[config.mk]
export PLATFORM = sky130hd
export DESIGN_NAME = spi_port_ctrl
export DESIGN_NICKNAME = d
export VERILOG_FILES = /design/src/rtl/spi_port_pkg.sv /design/src/rtl/spi_rate_div.sv /design/src/rtl/spi_shifter.sv /design/src/rtl/spi_xfer_fsm.sv /design/src/rtl/spi_port_ctrl.sv
export SDC_FILE = /design/constraint.sdc
export NUM_CORES = 1
export LEC_CHECK = 0
export BUFFER_PORTS_ARGS = -buffer_cell sky130_fd_sc_hd__buf_2
export CAP_MARGIN = 40
export CORE_ASPECT_RATIO = 0.7
export CORE_MARGIN = 5
export CORE_UTILIZATION = 51
export DETAILED_ROUTE_END_ITERATION = 7
export MAX_ROUTING_LAYER = met4
export PLACE_DENSITY_LB_ADDON = 0.05
export SKIP_LAST_GASP = 1
export SLEW_MARGIN = 40
export SYNTH_ARGS = -nofsm -noshare
export SYNTH_HDL_FRONTEND = slang
export SYNTH_SLANG_ARGS = --single-unit
[constraint.sdc]
create_clock -name clk -period 2.4 [get_ports clk]
set_input_delay 0.24 -clock clk [delete_from_list [all_inputs] [get_ports clk]]
set_output_delay 0.24 -clock clk [all_outputs]
set_load 0.02 [all_outputs]
[src/rtl/spi_port_pkg.sv]
package spi_port_pkg;

    typedef enum logic [1:0] {
        ST_IDLE  = 2'd0,
        ST_MXFER = 2'd1,
        ST_SXFER = 2'd2
    } xfer_state_t;

    typedef struct packed {
        logic       irq_en;
        logic       spi_en;
        logic       wired_or;
        logic       master;
        logic       cpol;
        logic       cpha;
        logic [1:0] rate;
    } ctrl_t;

    localparam logic [7:0] CTRL_RST  = 8'h24;
    localparam logic [1:0] ADDR_CTRL = 2'd0;
    localparam logic [1:0] ADDR_STAT = 2'd1;
    localparam logic [1:0] ADDR_DATA = 2'd2;
    localparam int unsigned DIV_W    = 5;

    function automatic logic [DIV_W-1:0] half_period(input logic [1:0] code);
        logic [DIV_W-1:0] h;
        unique case (code)
            2'd0:    h = DIV_W'(1);
            2'd1:    h = DIV_W'(2);
            2'd2:    h = DIV_W'(8);
            default: h = DIV_W'(16);
        endcase
        return h;
    endfunction

endpackage

[src/rtl/spi_rate_div.sv]
module spi_rate_div #(
    parameter int unsigned CW = 5
) (
    input  logic          clk,
    input  logic          rst_n,
    input  logic          run,
    input  logic [CW-1:0] half,
    output logic          tick
);
    logic [CW-1:0] cnt;

    assign tick = run && (cnt == half - CW'(1));

    always_ff @(posedge clk or negedge rst_n) begin
        if (!rst_n) begin
            cnt <= '0;
        end else if (!run || tick) begin
            cnt <= '0;
        end else begin
            cnt <= cnt + CW'(1);
        end
    end
endmodule

[src/rtl/spi_shifter.sv]
module spi_shifter #(
    parameter int unsigned W = 8
) (
    input  logic         clk,
    input  logic         rst_n,
    input  logic         clr,
    input  logic         load,
    input  logic [W-1:0] load_data,
    input  logic         lead,
    input  logic         trail,
    input  logic         cpha,
    input  logic         sin,
    output logic         sout,
    output logic [W-1:0] rx_word,
    output logic         frame_done
);
    localparam int unsigned CNT_W = $clog2(W);

    logic [W-1:0]     shreg;
    logic             latch_bit;
    logic             out_bit;
    logic [CNT_W-1:0] bitcnt;

    assign sout       = cpha ? out_bit : shreg[W-1];
    assign rx_word    = {shreg[W-2:0], (cpha ? sin : latch_bit)};
    assign frame_done = trail && (bitcnt == CNT_W'(W-1));

    always_ff @(posedge clk or negedge rst_n) begin
        if (!rst_n) begin
            shreg     <= '0;
            latch_bit <= 1'b0;
            out_bit   <= 1'b0;
            bitcnt    <= '0;
        end else if (clr) begin
            latch_bit <= 1'b0;
            out_bit   <= 1'b0;
            bitcnt    <= '0;
            if (load) begin
                shreg <= load_data;
            end
        end else begin
            if (lead) begin
                if (cpha) begin
                    out_bit <= shreg[W-1];
                end else begin
                    latch_bit <= sin;
                end
            end
            if (trail) begin
                shreg  <= rx_word;
                bitcnt <= bitcnt + CNT_W'(1);
            end
        end
    end
endmodule

[src/rtl/spi_xfer_fsm.sv]
module spi_xfer_fsm
    import spi_port_pkg::*;
(
    input  logic        clk,
    input  logic        rst_n,
    input  logic        m_mode,
    input  logic        s_sel,
    input  logic        start,
    input  logic        m_tick,
    input  logic        frame_done,
    input  logic        slave_sck,
    output xfer_state_t state,
    output logic        lead,
    output logic        trail,
    output logic        shift_clr,
    output logic        sck_lvl
);
    xfer_state_t state_nx;
    logic        s_prev;

    always_comb begin
        state_nx = state;
        unique case (state)
            ST_IDLE: begin
                if (m_mode && start) begin
                    state_nx = ST_MXFER;
                end else if (s_sel) begin
                    state_nx = ST_SXFER;
                end
            end
            ST_MXFER: begin
                if (!m_mode || frame_done) begin
                    state_nx = ST_IDLE;
                end
            end
            ST_SXFER: begin
                if (!s_sel) begin
                    state_nx = ST_IDLE;
                end
            end
            default: state_nx = ST_IDLE;
        endcase
    end

    always_ff @(posedge clk or negedge rst_n) begin
        if (!rst_n) begin
            state   <= ST_IDLE;
            sck_lvl <= 1'b0;
            s_prev  <= 1'b0;
        end else begin
            state  <= state_nx;
            s_prev <= slave_sck;
            if (state != ST_MXFER) begin
                sck_lvl <= 1'b0;
            end else if (m_tick) begin
                sck_lvl <= ~sck_lvl;
            end
        end
    end

    always_comb begin
        lead      = 1'b0;
        trail     = 1'b0;
        shift_clr = 1'b0;
        unique case (state)
            ST_IDLE: begin
                shift_clr = 1'b1;
            end
            ST_MXFER: begin
                lead  = m_tick && !sck_lvl;
                trail = m_tick && sck_lvl;
            end
            ST_SXFER: begin
                lead  = slave_sck && !s_prev;
                trail = !slave_sck && s_prev;
            end
            default: shift_clr = 1'b1;
        endcase
    end
endmodule

[src/rtl/spi_port_ctrl.sv]
module spi_port_ctrl
    import spi_port_pkg::*;
#(
    parameter int unsigned FRAME_W     = 8,
    parameter int unsigned SYNC_STAGES = 2
) (
    input  logic       clk,
    input  logic       rst_n,
    input  logic       reg_wr,
    input  logic       reg_rd,
    input  logic [1:0] reg_addr,
    input  logic [7:0] reg_wdata,
    output logic [7:0] reg_rdata,
    input  logic       irq_mask_i,
    output logic       irq_o,
    input  logic       ss_dir_i,
    input  logic       ss_n_i,
    input  logic       sck_i,
    output logic       sck_o,
    output logic       sck_oe,
    input  logic       mosi_i,
    output logic       mosi_o,
    output logic       mosi_oe,
    input  logic       miso_i,
    output logic       miso_o,
    output logic       miso_oe,
    output logic       pins_spi_o,
    output logic       ss_gp_o
);
    localparam int unsigned N_PINS = 3;

    ctrl_t               ctrl;
    logic                done_flag, fault_flag, done_arm, fault_arm;
    logic [FRAME_W-1:0]  rx_buf;
    logic [SYNC_STAGES-1:0] ss_q, sck_q;
    logic                ss_s, sck_s;
    logic                m_mode, s_sel, fault_det;
    logic                ctrl_wr, stat_rd, data_wr, data_acc, load;
    xfer_state_t         state;
    logic                lead, trail, shift_clr, sck_lvl, m_tick;
    logic                sout, frame_done;
    logic [FRAME_W-1:0]  rx_word;
    logic [N_PINS-1:0]   pin_en, pin_raw, pin_o, pin_oe;

    // input synchronizers for the asynchronous pins
    always_ff @(posedge clk or negedge rst_n) begin
        if (!rst_n) begin
            ss_q  <= '1;
            sck_q <= '0;
        end else begin
            ss_q  <= {ss_q[SYNC_STAGES-2:0], ss_n_i};
            sck_q <= {sck_q[SYNC_STAGES-2:0], sck_i};
        end
    end
    assign ss_s  = ss_q[SYNC_STAGES-1];
    assign sck_s = sck_q[SYNC_STAGES-1];

    assign ctrl_wr   = reg_wr && (reg_addr == ADDR_CTRL);
    assign stat_rd   = reg_rd && (reg_addr == ADDR_STAT);
    assign data_wr   = reg_wr && (reg_addr == ADDR_DATA);
    assign data_acc  = (reg_wr || reg_rd) && (reg_addr == ADDR_DATA);
    assign load      = data_wr && (state == ST_IDLE);

    assign m_mode    = ctrl.spi_en && ctrl.master && !fault_flag;
    assign s_sel     = ctrl.spi_en && !ctrl.master && !ss_s && !fault_flag;
    assign fault_det = ctrl.spi_en && ctrl.master && !ss_dir_i && !ss_s;
    assign ss_gp_o   = ctrl.spi_en && ctrl.master && ss_dir_i;
    assign pins_spi_o = ctrl.spi_en;

    spi_rate_div #(.CW(DIV_W)) u_div (
        .clk  (clk),
        .rst_n(rst_n),
        .run  (state == ST_MXFER),
        .half (half_period(ctrl.rate)),
        .tick (m_tick)
    );

    spi_xfer_fsm u_fsm (
        .clk       (clk),
        .rst_n     (rst_n),
        .m_mode    (m_mode),
        .s_sel     (s_sel),
        .start     (data_wr),
        .m_tick    (m_tick),
        .frame_done(frame_done),
        .slave_sck (sck_s ^ ctrl.cpol),
        .state     (state),
        .lead      (lead),
        .trail     (trail),
        .shift_clr (shift_clr),
        .sck_lvl   (sck_lvl)
    );

    spi_shifter #(.W(FRAME_W)) u_shift (
        .clk       (clk),
        .rst_n     (rst_n),
        .clr       (shift_clr),
        .load      (load),
        .load_data (FRAME_W'(reg_wdata)),
        .lead      (lead),
        .trail     (trail),
        .cpha      (ctrl.cpha),
        .sin       (ctrl.master ? miso_i : mosi_i),
        .sout      (sout),
        .rx_word   (rx_word),
        .frame_done(frame_done)
    );

    // registers and flags
    always_ff @(posedge clk or negedge rst_n) begin
        if (!rst_n) begin
            ctrl       <= ctrl_t'(CTRL_RST);
            done_flag  <= 1'b0;
            fault_flag <= 1'b0;
            done_arm   <= 1'b0;
            fault_arm  <= 1'b0;
            rx_buf     <= '0;
        end else begin
            if (ctrl_wr) begin
                ctrl <= ctrl_t'(reg_wdata);
            end
            if (fault_det) begin
                ctrl.master <= 1'b0;
            end

            if (frame_done) begin
                rx_buf <= rx_word;
            end

            if (frame_done) begin
                done_flag <= 1'b1;
            end else if (done_arm && data_acc) begin
                done_flag <= 1'b0;
            end
            if (stat_rd && done_flag) begin
                done_arm <= 1'b1;
            end else if (data_acc) begin
                done_arm <= 1'b0;
            end

            if (fault_det) begin
                fault_flag <= 1'b1;
            end else if (fault_arm && ctrl_wr) begin
                fault_flag <= 1'b0;
            end
            if (stat_rd && fault_flag) begin
                fault_arm <= 1'b1;
            end else if (ctrl_wr) begin
                fault_arm <= 1'b0;
            end
        end
    end

    always_comb begin
        unique case (reg_addr)
            ADDR_CTRL: reg_rdata = ctrl;
            ADDR_STAT: reg_rdata = {done_flag, fault_flag, 6'b0};
            ADDR_DATA: reg_rdata = 8'(rx_buf);
            default:   reg_rdata = 8'h00;
        endcase
    end

    assign irq_o = ctrl.irq_en && !irq_mask_i && (done_flag || fault_flag);

    // pad drivers: index 0 clock, 1 master-out, 2 master-in
    assign pin_en  = {s_sel, m_mode, m_mode};
    assign pin_raw = {sout, sout, sck_lvl ^ ctrl.cpol};

    for (genvar p = 0; p < N_PINS; p++) begin : g_pad
        assign pin_oe[p] = pin_en[p] && (!ctrl.wired_or || !pin_raw[p]);
        assign pin_o[p]  = pin_raw[p] && !ctrl.wired_or;
    end

    assign sck_o   = pin_o[0];
    assign sck_oe  = pin_oe[0];
    assign mosi_o  = pin_o[1];
    assign mosi_oe = pin_oe[1];
    assign miso_o  = pin_o[2];
    assign miso_oe = pin_oe[2];
endmodule

==> results.md <==
* Clk sinks at 46
* Via count at 1761
* Most frequent cells in the layout: dfrtp_1 (42), buf_2 (35), nor2_1 (19), mux2_2 (19), mux2i_1 (13)
* EDFF count, synth at 0
* First-pass GRT wire length at 9520 µm
* Syn_nets at 234
* Final HPWL DP at 4180 µm
* DRT Pass-1 Iters at 4
* # fillers at 341
* Non-filler cells, final at between 300 and 400
* Largest net degree at the start of global routing at 46
* Worst hold start: ss_n_i
* Clock skew at around 0.0046 ns
* R2R Path Start: ctrl[1]
* GPL Wtd Cong at 0.833
* Worst Hold Class: input pin to flop
* F_max at 430 MHz
* Iter 0 DRT Violations at 88
* R2R cell count at 7
* Post-synthesis cell area at 0.00238 mm²
* Leading cell type in the layout, fill and taps excluded: dfrtp_1
* Crit Path Max Fanout at 4
* Initial antenna violation count at 0
* DIE WIDTH at slightly above 90 µm
* Register area share after synthesis at between 40 and 50%
* Max cap viols at 0
* Crit end category: flop
* H-tree levels at 2
* CP startpoint kind: flop
* IO Pins at 37
* Clk Latency, worst-skew pair at ~0.30 ns
* Synth warn at 0
* Via density at around 5.7
* Vias in the first global route at roughly 1900
* Placed Cells at 302
* Total setup buffers inserted after CTS at 0
* Critical path class: flop to flop
* Hold depth at 1
* Pwr Density at 850 mW/mm²
* Die H at 67.2 µm
* Row count at 20
* Core area at 0.00443 mm²
* Reg clk slew, reported paths at ~0.08 ns
* Period utilization at a little over nine tenths
* Top FF cell, synth: dfrtp_1
* Worst-margin pin slew at 0.576 ns
* Final Hold Violating Endpoints at 0
* Mean Syn Cell Area at about 12 µm²
* Inserted Diodes at 0
* Reg area at 0.00116 mm²
* Capturing point of the worst reg2reg path: u_shift.latch_bit
* CTS Buffer Depth at 2
* Setup Viol. Count Final at 0
* Max-slew headroom at 61.6%
* Num CTS Buffers at 5
* Share of the synthesized area in the top cell type at 44.1%
* Post-detailed-route count of antenna-violating nets at 0
* R2r setup slk at 0.08 ns
* VDD IR max at 457 µV
* Yosys reg bits at 46
* Required time of the critical path at 2.59 ns
* Clock root cell: clkbuf_8
* Routed wire per std cell at 18.6 µm
* Total Wirelength at 5760 µm
* Gate Count Post-Synth at 207
* NumNets Final at 282
* Share of layout cells above drive strength 1 at 35.7%
* Multi-input logic area at 0.00122 mm²
* Buffers on Ports at 36
* Post-Route Utilization at 64.6%
* Hold Path Sink: ss_q[0]
* CP Data Arrival Time at 2.51 ns
* Max Slew Vio Count at 0
* Total track usage at 20.5%
* Crit path time final at about 2.3 ns
* Area Overhead vs Synth at 20.1%
* Grt total ovfl at 0
* Status: complete, no violations
* Final Total Pwr at about 2.4 mW
* Ranking of synthesized cells by area: dfrtp_1 (44%), mux2_2 (9.0%), mux2i_1 (5.5%), dfstp_2 (4.4%), ha_1 (3.7%)
* Lkg Pwr at 1.35 nW
* CTS tree: done
* Leading area contributor after synthesis: dfrtp_1
* DRC violations left at 0
* Die area at 0.00616 mm²
* Async set-or-reset flop fraction in the synthesized netlist at 100%
* Initial Utilization at 53.8%
* Library cells used by synthesis at 47
## cell usage after synthesis (3+ instances only)
master / count
nor2_1: 19
mux2i_1: 13
or2_2: 3
o211ai_1: 3
dfstp_2: 4
o22a_1: 7
a21o_1: 3
dfrtp_1: 42
nand2_1: 8
mux2_2: 19
ha_1: 7
nor2b_1: 7
a21oi_1: 4
inv_1: 8
nand3_1: 3
nand3b_1: 3
xnor2_1: 7
o21a_1: 7
nand2b_1: 3
## area by class of cell
class	count	area share [%]
Multi-Input combinational cell	146	42.6
Sequential cell	46	40.4
Timing Repair Buffer	48	9.62
Clock buffer	6	2.88
Tap cell	55	2.40
Clock inverter	1	1.05
Inverter	8	1.05
## stage by stage
step / hold WS [ns] / setup WS, ns / instance area [µm²] / TNS (ns)
floorplan: -0.0556 / 0.0246 / 2380 / 0
global placement: 0.334 / 0.0583 / 2680 / 0
detailed placement: 0.276 / -0.000551 / 2680 / -0.000551
CTS: 0.0303 / 0.0195 / 2810 / 0
global route: 0.0234 / -0.0431 / 2860 / -0.0431
finish: 0.0363 / 0.0757 / 2860 / 0
## per-layer routing
metal	vias up	share of wire [%]	GRT usage [%]
met3	11	6.5	4.79
met2	66	47	33.1
met1	857	46	26.7
met4	0	1.1	5.00
li1	827	-	-
met5	-	0	-
## worst max-delay path by stage
| stage | end | startpoint | depth (start not counted) |
|---|---|---|---|
| 2_1_floorplan | u_fsm.state[1] | ctrl[1] | 8 |
| 3_3_place_gp | u_fsm.state[1] | ctrl[1] | 8 |
| 3_5_place_dp | u_fsm.state[1] | ctrl[1] | 8 |
| 4_1_cts | rx_buf[5] | ctrl[1] | 8 |
| 5_1_grt | u_shift.latch_bit | ctrl[1] | 8 |
| 6_report | u_shift.latch_bit | ctrl[1] | 7 |
## power breakdown
group          internal (mW)  switching (mW)  total, mW  leakage, nW
Combinational          0.369           0.410      0.779        0.720
Clock                  0.333           0.253      0.586       0.0573
Sequential             0.923           0.144       1.07        0.575
Total                   1.63           0.807       2.43         1.35
## state kept, by name, indices dropped and copies added, names as in the netlist
name	flops
rx_buf	8
u_shift.shreg	8
ctrl	7
u_div.cnt	5
u_shift.bitcnt	3
sck_q	2
ss_q	2
u_fsm.state	2
done_arm	1
done_flag	1
fault_arm	1
fault_flag	1
pins_spi_o	1
u_fsm.s_prev	1
u_fsm.sck_lvl	1
u_shift.latch_bit	1
u_shift.out_bit	1
## cell families after synthesis
logic type	after synthesis	synth area share [%]
AO/OA/AOI/OAI	40	14.4
flip-flops	46	48.5
buffers and inverters	15	2.73
XOR/XNOR	9	3.31
multiplexers	33	14.9
adder cells (fa/ha/maj)	7	3.67
AND/OR/NAND/NOR	57	12.5
## critical path, stage by stage, from the launching register on
cell and delay [ns]:
dfrtp_1 0.40, or2_2 0.33, ha_4 0.25, xnor2_2 0.14, buf_4 0.15, a2111oi_4 0.42, a31oi_4 0.18, o311a_1 0.36
## timing repair
item                                    4_1_cts  5_1_grt
hold endpoints to repair                     42        0
pin swaps                                     2        3
resized for setup                             1        5
hold buffers                                  1        0
endpoints found under the setup margin        2       23
Note: power is estimated with default switching activity, not from simulation.
